--- config.mk ---
export PLATFORM = sky130hd
export DESIGN_NAME = adcs_ctrl
export DESIGN_NICKNAME = d
export VERILOG_FILES = /design/src/rtl/adcs_pkg.sv /design/src/rtl/adcs_trig_latch.sv /design/src/rtl/adcs_prio_pick.sv /design/src/rtl/adcs_conv_seq.sv /design/src/rtl/adcs_result_bank.sv /design/src/rtl/adcs_ctrl.sv
export SDC_FILE = /design/constraint.sdc
export NUM_CORES = 1
export LEC_CHECK = 0
export BUFFER_PORTS_ARGS = -buffer_cell sky130_fd_sc_hd__clkbuf_2
export CORE_MARGIN = 2
export CORE_UTILIZATION = 55
export CTS_CLUSTER_SIZE = 12
export DETAILED_ROUTE_END_ITERATION = 10
export PLACE_DENSITY_LB_ADDON = 0.3
export SYNTH_ARGS = -nofsm -noshare
export SYNTH_HDL_FRONTEND = slang
export SYNTH_SLANG_ARGS = --single-unit
--- constraint.sdc ---
create_clock -name clk -period 10.8 [get_ports clk]
set_input_delay 1.62 -clock clk [delete_from_list [all_inputs] [get_ports clk]]
set_output_delay 1.62 -clock clk [all_outputs]
set_load 0.05 [all_outputs]
--- src/rtl/adcs_pkg.sv ---
package adcs_pkg;
    localparam int unsigned NCH_DEF = 16;
    localparam int unsigned DW_DEF  = 12;
    localparam int unsigned AW_DEF  = 8;
    localparam int unsigned BUS_W   = 32;

    localparam logic [7:0] OFS_TRIG  = 8'h04;
    localparam logic [7:0] OFS_STAT  = 8'h10;
    localparam logic [7:0] OFS_DATA0 = 8'h14;
    localparam logic [7:0] OFS_PWR   = 8'h94;

    localparam int unsigned PWR_BIT = 14;
    localparam int unsigned RDY_BIT = 12;

    typedef enum logic {
        SEQ_IDLE = 1'b0,
        SEQ_WAIT = 1'b1
    } seq_state_e;
endpackage

--- src/rtl/adcs_trig_latch.sv ---
module adcs_trig_latch #(
    parameter int unsigned NCH = adcs_pkg::NCH_DEF
) (
    input  logic           clk,
    input  logic           rst,
    input  logic           wr_en,
    input  logic [NCH-1:0] wr_val,
    input  logic           pwr_on,
    input  logic [NCH-1:0] take,
    output logic [NCH-1:0] trig_q,
    output logic [NCH-1:0] pend_q,
    output logic [NCH-1:0] fall
);
    logic [NCH-1:0] rise;

    always_comb begin
        rise = wr_en ? (wr_val & ~trig_q) : '0;
        fall = wr_en ? (~wr_val & trig_q) : '0;
    end

    always_ff @(posedge clk) begin
        if (rst) begin
            trig_q <= '0;
            pend_q <= '0;
        end else begin
            if (wr_en)
                trig_q <= wr_val;
            if (!pwr_on)
                pend_q <= '0;
            else
                pend_q <= (pend_q & ~take & ~fall) | rise;
        end
    end
endmodule

--- src/rtl/adcs_prio_pick.sv ---
module adcs_prio_pick #(
    parameter int unsigned NCH = adcs_pkg::NCH_DEF,
    localparam int unsigned CW = $clog2(NCH)
) (
    input  logic [NCH-1:0] vec,
    output logic           valid,
    output logic [CW-1:0]  idx
);
    always_comb begin
        valid = |vec;
        idx   = '0;
        for (int i = NCH - 1; i >= 0; i--) begin
            if (vec[i])
                idx = CW'(i);
        end
    end
endmodule

--- src/rtl/adcs_conv_seq.sv ---
module adcs_conv_seq #(
    parameter int unsigned NCH = adcs_pkg::NCH_DEF,
    parameter int unsigned DW  = adcs_pkg::DW_DEF,
    localparam int unsigned CW = $clog2(NCH)
) (
    input  logic           clk,
    input  logic           rst,
    input  logic           pwr_on,
    input  logic           req_valid,
    input  logic [CW-1:0]  req_idx,
    input  logic           conv_done,
    input  logic [DW-1:0]  conv_data,
    output logic           conv_start,
    output logic [CW-1:0]  conv_chan,
    output logic           busy,
    output logic [NCH-1:0] take,
    output logic           res_we,
    output logic [CW-1:0]  res_idx,
    output logic [DW-1:0]  res_data
);
    import adcs_pkg::*;

    seq_state_e    state_q;
    logic [CW-1:0] chan_q;
    logic          start_q;
    logic          launch;

    always_comb begin
        launch   = (state_q == SEQ_IDLE) && pwr_on && req_valid;
        take     = launch ? (NCH'(1) << req_idx) : '0;
        res_we   = (state_q == SEQ_WAIT) && conv_done;
        res_idx  = chan_q;
        res_data = conv_data;
    end

    always_ff @(posedge clk) begin
        if (rst) begin
            state_q <= SEQ_IDLE;
            chan_q  <= '0;
            start_q <= 1'b0;
        end else begin
            start_q <= launch;
            if (launch) begin
                state_q <= SEQ_WAIT;
                chan_q  <= req_idx;
            end else if (res_we) begin
                state_q <= SEQ_IDLE;
            end
        end
    end

    assign conv_start = start_q;
    assign conv_chan  = chan_q;
    assign busy       = (state_q == SEQ_WAIT);
endmodule

--- src/rtl/adcs_result_bank.sv ---
module adcs_result_bank #(
    parameter int unsigned NCH = adcs_pkg::NCH_DEF,
    parameter int unsigned DW  = adcs_pkg::DW_DEF,
    localparam int unsigned CW = $clog2(NCH)
) (
    input  logic              clk,
    input  logic              rst,
    input  logic [NCH-1:0]    fall,
    input  logic              res_we,
    input  logic [CW-1:0]     res_idx,
    input  logic [DW-1:0]     res_data,
    output logic [NCH*DW-1:0] data_flat,
    output logic [NCH-1:0]    rdy
);
    for (genvar g = 0; g < NCH; g++) begin : g_slot
        logic          hit;
        logic [DW-1:0] val_q;
        logic          rdy_q;

        assign hit = res_we && (res_idx == CW'(g));

        always_ff @(posedge clk) begin
            if (rst) begin
                val_q <= '0;
                rdy_q <= 1'b0;
            end else begin
                if (hit)
                    val_q <= res_data;
                if (fall[g])
                    rdy_q <= 1'b0;
                else if (hit)
                    rdy_q <= 1'b1;
            end
        end

        assign data_flat[g*DW +: DW] = val_q;
        assign rdy[g]                = rdy_q;
    end
endmodule

--- src/rtl/adcs_ctrl.sv ---
module adcs_ctrl #(
    parameter int unsigned NCH = adcs_pkg::NCH_DEF,
    parameter int unsigned DW  = adcs_pkg::DW_DEF,
    parameter int unsigned AW  = adcs_pkg::AW_DEF,
    localparam int unsigned CW = $clog2(NCH),
    localparam int unsigned BW = adcs_pkg::BUS_W
) (
    input  logic          clk,
    input  logic          rst,
    input  logic [AW-1:0] bus_addr,
    input  logic          bus_we,
    input  logic [BW-1:0] bus_wdata,
    output logic [BW-1:0] bus_rdata,
    output logic          conv_start,
    output logic [CW-1:0] conv_chan,
    input  logic          conv_done,
    input  logic [DW-1:0] conv_data
);
    import adcs_pkg::*;

    logic              pwr_q;
    logic              wr_trig;
    logic [NCH-1:0]    trig_q, pend_q, fall, take, rdy_vec;
    logic              req_valid, seq_busy, res_we;
    logic [CW-1:0]     req_idx, res_idx;
    logic [DW-1:0]     res_data;
    logic [NCH*DW-1:0] data_flat;
    int                data_off;
    int                sel;

    assign wr_trig = bus_we && (bus_addr == AW'(OFS_TRIG));

    always_ff @(posedge clk) begin
        if (rst)
            pwr_q <= 1'b0;
        else if (bus_we && (bus_addr == AW'(OFS_PWR)))
            pwr_q <= bus_wdata[PWR_BIT];
    end

    adcs_trig_latch #(.NCH(NCH)) u_trig (
        .clk(clk), .rst(rst), .wr_en(wr_trig), .wr_val(bus_wdata[NCH-1:0]),
        .pwr_on(pwr_q), .take(take), .trig_q(trig_q), .pend_q(pend_q), .fall(fall)
    );

    adcs_prio_pick #(.NCH(NCH)) u_pick (
        .vec(pend_q), .valid(req_valid), .idx(req_idx)
    );

    adcs_conv_seq #(.NCH(NCH), .DW(DW)) u_seq (
        .clk(clk), .rst(rst), .pwr_on(pwr_q), .req_valid(req_valid), .req_idx(req_idx),
        .conv_done(conv_done), .conv_data(conv_data), .conv_start(conv_start),
        .conv_chan(conv_chan), .busy(seq_busy), .take(take), .res_we(res_we),
        .res_idx(res_idx), .res_data(res_data)
    );

    adcs_result_bank #(.NCH(NCH), .DW(DW)) u_bank (
        .clk(clk), .rst(rst), .fall(fall), .res_we(res_we), .res_idx(res_idx),
        .res_data(res_data), .data_flat(data_flat), .rdy(rdy_vec)
    );

    always_comb begin
        bus_rdata = '0;
        data_off  = int'(bus_addr) - int'(OFS_DATA0);
        sel       = data_off >>> 2;
        if (bus_addr == AW'(OFS_TRIG))
            bus_rdata[NCH-1:0] = trig_q;
        else if (bus_addr == AW'(OFS_STAT))
            bus_rdata[0] = seq_busy;
        else if (bus_addr == AW'(OFS_PWR))
            bus_rdata[PWR_BIT] = pwr_q;
        else if (data_off >= 0 && data_off < 4 * int'(NCH) && bus_addr[1:0] == 2'b00) begin
            bus_rdata[DW-1:0]  = data_flat[sel*DW +: DW];
            bus_rdata[RDY_BIT] = rdy_vec[sel];
        end
    end
endmodule

==> results.py, run 1 <==
metrics = {
    "run_status": {
        "status": "completed",
    },
    "setup_path": {
        "crit_required_ps": 9180,
        "crit_family": "simple AND/OR/NAND/NOR gates",
        "crit_type": "input port to output pin",
        "reg2reg_slack_ps": 8300,
        "startpoint_type": "input port",
        "reg2reg_from": "u_seq.busy",
        "max_stage_delay_ps": 620,
        "crit_chain": "buf_8 > inv_1 > ha_4 > nor2b_1 > or3_1 > nand2_1 > ha_1 > a41oi_1 > o311ai_1 > o311a_1 > buf_4 > nor3_1 > a2111oi_0 > or4_1 > a32oi_1 > clkbuf_2",
        "critical_path_buf_inv_count": 4,
        "arrival_ps": 6830,
        "critical_path.slowest_cell": "nor3_1",
        "worst_setup_path_end_kind": "output pin",
        "worstReg2RegEnd": "u_bank.g_slot[4].rdy_q",
        "cp_max_fo": 84,
        "rr_worst_depth": 5,
    },
    "hold_path": {
        "min_to": "u_bank.g_slot[0].val_q[3]",
        "hold_path_depth": 2,
        "hold_path.class": "flip-flop to flip-flop",
        "hp-start": "u_bank.g_slot[0].val_q[3]",
    },
    "place": {
        "postPlaceCellArea_um2": 15400,
        "place_congestion": 0.965,
        "hpwlAfterDp_um": 33600,
        "post-place-ws_ps": 2400,
        "portBuffers": 60,
    },
    "routing": {
        "first_pass_iters": 6,
        "viasPerCell": 6.72,
        "wl_um": 48600,
        "drt-initial-drc-count": 1779,
        "drc": 0,
        "antenna_left": 0,
        "routedWlPerCell_um": 23.0,
        "num_vias": 14200,
    },
    "floorplanning": {
        "start_util_pct": 56.2,
        "die-height_um": 170,
        "die_w_um": 170,
        "die_area_um2": 29000,
        "design.core.area_um2": 27000,
        "top_level_ports": 93,
        "num_rows": 60,
    },
    "pwr": {
        "power_density_nw_per_um2": 140,
        "swShare_pct": 30.0,
        "p_sw_w": 0.000686,
        "max-vdd-ir-drop_mv": 0.114,
        "p_int_w": 0.00160,
        "leakage_nw": 5.40,
        "p_clk_share_pct": 42.0,
        "seqPwrFrac_pct": 39.8,
        "p_comb_share_pct": 18.2,
    },
    "sta": {
        "max_freq_mhz": 118,
        "hold_viol_final": 0,
        "worstMarginPinSlew_ps": 1250,
        "fin_tns_setup_ps": 0,
        "worst_clock_skew_ps": 16.0,
        "max_slew_margin_pct": 16.5,
        "setup_violations": 0,
        "grt_setup_unrepaired": "no",
        "finalMaxSlewViolations": 0,
        "min_period_over_period_pct": 78.3,
        "fin_crit_ps": 8450,
        "finalWorstSetupSlack_ps": 2350,
    },
    "global_routing": {
        "grt_pass1_vias": 13400,
        "grt-ovfl-total": 0,
        "antenna_found_initial": 0,
        "grt_pass1_wl_um": 76100,
        "grt_use_total_pct": 33.7,
        "grt_max_degree": 88,
    },
    "layout": {
        "final_cell_area_um2": 16400,
        "antennaDiodeCount": 0,
        "finalNetCount": 1815,
        "syn2layout_area_growth_pct": 7.69,
        "drive_gt1_share_pct": 16.2,
        "filler_cell_count": 2345,
    },
    "run": {
        "max_cap_violations": 0,
    },
    "clock_network": {
        "cts_setup_buffers": 0,
        "cts_tree": "done",
        "cts_buffer_depth": 3,
        "htreeDepth": 1,
        "cts-resized-gates": 0,
        "cts.sinks": 247,
        "clk_latency_ps": 560,
        "clkTransAtPathRegs_ps": 60,
        "cts_hold_buf": 0,
        "numCtsBuffers": 28,
        "cts_root_buffer": "clkbuf_16",
    },
    "yosys": {
        "synth_flop_cell": "dfxtp_1",
        "yosysMostFrequentCell": "nand2_1",
        "yosysWarningCount": 0,
        "yosysTopAreaCell": "dfxtp_1",
        "ys_ff_latch": 247,
        "synthesis.area_um2": 15200,
        "synth_area_leaders": "dfxtp_1, mux4_2, nand2_1, a21oi_1, clkbuf_1",
        "yosysSeqAreaShare_pct": 32.5,
        "synth_cells": 1798,
        "syn_avg_cell_area_um2": 8.45,
        "synth_commonest_cells": "nand2_1, a21oi_1, dfxtp_1",
        "synth-edff-count": 0,
        "yosys.cell_types.count": 81,
        "synth_top_area_share_pct": 32.5,
        "async_reset_ff_share_pct": 0,
    },
}
## cell families after synthesis
family                     share of synthesized area [%]
AOI/OAI and AO/OA                                   18.1
buffers and inverters                               5.39
xor gates and xnor gates                           0.823
adders and majority gates                          0.791
other                                             0.0247
and+or+nand+nor                                     19.3
muxes                                               23.0
DFF                                                 32.5
## area by class of cell
cell class / count / area, µm² / share of cell area, %
clock buffers: 40 / 806 / 4.92
clock inverters: 9 / 115 / 0.703
inverters: 18 / 67.6 / 0.413
multi-input cells: 1374 / 9530 / 58.2
flip-flops and latches: 247 / 4940 / 30.2
well taps: 341 / 427 / 2.61
repair buffers: 81 / 474 / 2.90
## worst register-to-register path, stage by stage (launching register included)
cell      delay (ps)
dfxtp_1          540
nand2_1          180
or3_1            400
nor2_1           940
nor2_1            80
a211oi_1         260
## state kept, by name, indices dropped and copies added, names as in the netlist
| name | cells |
|---|---|
| u_bank.g_slot.val_q | 192 |
| u_bank.g_slot.rdy_q | 16 |
| u_trig.pend_q | 16 |
| u_seq.busy | 1 |
| u_seq.conv_start | 1 |
| pwr_q | 1 |
| u_trig.trig_q | 16 |
| u_seq.conv_chan | 4 |
## per-layer routing
metal | vias up | routed length [µm] | GRT usage (%)
li1 | 6372 | - | -
met1 | 6906 | 19200 | 46.4
met2 | 773 | 22500 | 53.7
met3 | 124 | 5010 | 5.95
met4 | 0 | 1860 | 12.2
met5 | - | 0 | 0
## worst max-delay path by stage
stage	startpoint	to	slack [ps]	depth (start not counted)
floorplan	bus_addr[2]	bus_rdata[2]	850	18
global placement	bus_addr[2]	bus_rdata[9]	2470	14
detailed placement	bus_addr[2]	bus_rdata[4]	2400	14
CTS	bus_addr[2]	bus_rdata[4]	2400	14
global route	bus_addr[2]	bus_rdata[4]	1950	14
finish	bus_addr[2]	bus_rdata[8]	2350	16
## placed cells by master (no fill, tap or decap), types with 7 or more instances in the layout
master,count
nand2_1,486
a21oi_1,261
dfxtp_1,247
mux4_2,141
nor2_1,104
clkbuf_2,58
o21ai_0,42
mux2i_1,29
clkbuf_16,28
nand3_1,24
buf_4,21
nor3_1,20
inv_1,16
a211oi_1,16
a22oi_1,16
conb_1,16
o22ai_1,13
o211ai_1,11
nor4_1,11
nand2b_1,9
and3_1,8
o31ai_1,8
o21bai_1,7
a221oi_1,7
ha_1,7
## power by group through the flow
| stage | Sequential [W] | Combinational, W | Clock [W] |
|---|---|---|---|
| after floorplan | 0.000931 | 0.000291 | 0 |
| after global placement | 0.000931 | 0.000400 | 0 |
| after detailed placement | 0.000931 | 0.000403 | 0 |
| after CTS | 0.000911 | 0.000403 | 0.000969 |
| after global routing | 0.000911 | 0.000436 | 0.00100 |
| final | 0.000911 | 0.000415 | 0.000962 |
## through the flow
| stage | util (%) | cells | hold WS [ps] | power (W) |
|---|---|---|---|---|
| floorplan | - | 1813 | 446 | 0.00122 |
| global placement | 57.1 | 2061 | 457 | 0.00133 |
| detailed placement | 57.1 | 2061 | 470 | 0.00133 |
| CTS | 60.5 | 2110 | 477 | 0.00228 |
| global route | 60.5 | 2110 | 505 | 0.00235 |
| finish | 60.5 | 2110 | 479 | 0.00229 |
Note: power is estimated with default switching activity, not from simulation.
==> inputs of run 2 (changes only) <==
--- a/config.mk
+++ b/config.mk
@@ -5,6 +5,7 @@
 export SDC_FILE = /design/constraint.sdc
 export NUM_CORES = 1
 export LEC_CHECK = 0
+export ABC_AREA = 1
 export BUFFER_PORTS_ARGS = -buffer_cell sky130_fd_sc_hd__clkbuf_2
 export CORE_MARGIN = 2
 export CORE_UTILIZATION = 55
==> constraint.sdc (replaced) <==
create_clock -name clk -period 8 [get_ports clk]
set_input_delay 1.2 -clock clk [delete_from_list [all_inputs] [get_ports clk]]
set_output_delay 1.2 -clock clk [all_outputs]
set_load 0.05 [all_outputs]
==> run 2 against run 1 <==
Total power is 57% higher; wire length grew 16%; synthesized cell count rose by 49%; synthesized area increased by 4.3%; flip-flop and latch count is the same; clock power is 49% higher; critical endpoint is now bus_rdata[1]; largest power group unchanged.
==> results.py, run 2 <==
metrics = {
    "routing": {
        "num_vias": 18200,
        "drt-initial-drc-count": 2343,
        "viasPerCell": 6.00,
        "antenna_left": 0,
        "routedWlPerCell_um": 18.7,
        "wl_um": 56600,
        "drc": 0,
        "first_pass_iters": 6,
    },
    "setup_path": {
        "crit_required_ps": 6800,
        "cp_max_fo": 94,
        "crit_type": "input port to output pin",
        "crit_chain": "buf_4 > buf_4 > nor2_4 > nor2_4 > buf_4 > inv_2 > nor2_2 > inv_2 > o21ai_0 > nor2_1 > nand2_1 > nand2_1 > nand2_1 > nand3_1 > nand2_1 > nand2_1 > clkbuf_2",
        "critical_path_buf_inv_count": 6,
        "arrival_ps": 5770,
        "worst_setup_path_end_kind": "output pin",
        "startpoint_type": "input port",
        "max_stage_delay_ps": 880,
        "path_common_cell": "nand2_1",
        "critical_path.slowest_cell": "buf_4",
        "critPathLaunch": "bus_addr[2]",
        "crit_family": "buffers and inverters",
        "reg2reg_from": "u_seq.conv_chan[2]",
    },
    "yosys": {
        "ys_ff_latch": 247,
        "yosys.area_share.simple_pct": 37.6,
        "synthAdderAreaFrac_pct": 0.758,
        "synth-edff-count": 0,
        "yosysWarningCount": 0,
        "async_reset_ff_share_pct": 0,
        "yosysTopAreaCell": "dfxtp_1",
        "yosysMostFrequentCell": "nand2_1",
        "synth_flop_cell": "dfxtp_1",
        "syn_avg_cell_area_um2": 5.90,
        "synth_top_area_share_pct": 31.2,
        "synth_area_leaders": "dfxtp_1, nand2_1, nand3_1, o21ai_0, a21oi_1",
        "synth_top_family_by_area": "simple AND/OR/NAND/NOR gates",
        "synth-compound-area-share_pct": 18.6,
        "synth_cells": 2687,
        "synthesis.area_um2": 15900,
        "synth_commonest_cells": "nand2_1, nand3_1, nor2_1",
        "synth_mux_area_share_pct": 0,
        "yosysSeqAreaShare_pct": 31.2,
        "yosys.cell_types.count": 44,
        "synth_xor_area_share_pct": 0.316,
    },
    "clock_network": {
        "numCtsBuffers": 29,
        "cts_setup_buffers": 0,
        "cts_root_buffer": "clkbuf_16",
        "htreeDepth": 1,
        "cts_buffer_depth": 3,
        "cts_hold_buf": 0,
        "cts-resized-gates": 0,
        "cts.sinks": 247,
        "clk_latency_ps": 570,
        "cts_tree": "done",
        "clkTransAtPathRegs_ps": 60,
    },
    "sta": {
        "worst_clock_skew_ps": 26.3,
        "max_slew_margin_pct": 22.6,
        "fin_crit_ps": 6970,
        "worstMarginPinSlew_ps": 1160,
        "finalMaxSlewViolations": 0,
        "setup_violations": 0,
        "max_freq_mhz": 143,
        "hold_viol_final": 0,
        "grt_setup_unrepaired": "no",
        "min_period_over_period_pct": 87.2,
        "fin_tns_setup_ps": 0,
    },
    "place": {
        "hpwlAfterDp_um": 35800,
        "postPlaceCellArea_um2": 16200,
        "portBuffers": 60,
        "place_congestion": 0.965,
        "dpl.cell_count": 2976,
    },
    "global_routing": {
        "grt_use_total_pct": 36.2,
        "antenna_found_initial": 0,
        "grt-ovfl-total": 0,
        "grt_max_degree": 99,
        "grt_pass1_vias": 16600,
        "grt_pass1_wl_um": 88100,
    },
    "floorplanning": {
        "top_level_ports": 93,
        "design.core.area_um2": 28500,
        "die-height_um": 174,
        "num_rows": 62,
        "die_w_um": 174,
        "die_area_um2": 30200,
        "start_util_pct": 55.5,
    },
    "layout": {
        "layout_common_cells": "nand2_1, nand3_1, nor2_1",
        "final_cell_area_um2": 17200,
        "finalNetCount": 2688,
        "antennaDiodeCount": 0,
        "regMostFlops": "u_bank.g_slot.val_q",
        "layout_commonest_cell": "nand2_1",
        "drive_gt1_share_pct": 6.70,
        "layoutNonFillerInstCount": 3027,
        "syn2layout_area_growth_pct": 8.46,
        "largest_reg_flops": 192,
    },
    "pwr": {
        "power_density_nw_per_um2": 209,
        "max-vdd-ir-drop_mv": 0.221,
        "leakage_nw": 6.82,
        "p_total_w": 0.00360,
    },
    "hold_path": {
        "hp-start": "u_bank.g_slot[2].val_q[4]",
        "hold_path.class": "flip-flop to flip-flop",
    },
    "run_status": {
        "status": "completed",
    },
    "run": {
        "max_cap_violations": 0,
    },
}
## run 2: layout make-up
class | instances | area (µm²)
Clock inverter | 10 | 181
Multi-Input combinational cell | 2009 | 9170
Fill cell | 2865 | 11400
Sequential cell | 247 | 4940
Timing Repair Buffer | 95 | 666
Tap cell | 384 | 480
Inverter | 241 | 910
Clock buffer | 41 | 841
## run 2: worst register-to-register path, cell delays in order (launching register included)
cell and delay, ps:
dfxtp_1 390, inv_1 70, nor2_1 660, inv_1 170, nor2_1 160, buf_4 220, clkinv_1 470, o21ai_0 330
a21oi_1 60
## run 2: path summary, 6_finish.rpt
kind / end / depth (start not counted) / slack (ps)
setup / recovery: bus_rdata[1] / 17 / 1030
hold / removal: u_bank.g_slot[2].val_q[4] / 2 / 450
setup reg to reg: u_bank.g_slot[5].val_q[0] / 8 / 5330
hold reg to reg: u_bank.g_slot[2].val_q[4] / 2 / 450
## run 2: cells by family after synthesis
family / after synthesis
and+or+nand+nor: 1415
AOI/OAI and AO/OA: 565
DFF: 247
xor gates and xnor gates: 4
adders and majority gates: 9
other: 1
buffers and inverters: 446
## run 2: power breakdown
| group | internal [W] | total [W] | switching [W] |
|---|---|---|---|
| sequential | 0.00123 | 0.00123 | 0.0000000914 |
| combinational | 0.000245 | 0.000935 | 0.000689 |
| clock | 0.000886 | 0.00143 | 0.000547 |
## run 2: metal layers
layer | share of wire [%] | vias to the layer above | GRT usage, %
li1 | - | 8602 | -
met1 | 39 | 8231 | 47.3
met2 | 43 | 1060 | 56.6
met3 | 11 | 260 | 6.60
met4 | 5.8 | 0 | 19.6
met5 | 0 | - | 0
## run 2: per-stage QoR
| step | util, % | hold slack (ps) | worst slack, ps |
|---|---|---|---|
| 3_3_place_gp | 56.6 | 440 | 1180 |
| 2_1_floorplan | - | 430 | 1650 |
| 5_1_grt | 60.2 | 469 | 769 |
| 6_report | 60.2 | 454 | 1030 |
| 3_5_place_dp | 56.6 | 446 | 1170 |
| 4_1_cts | 60.2 | 455 | 1160 |
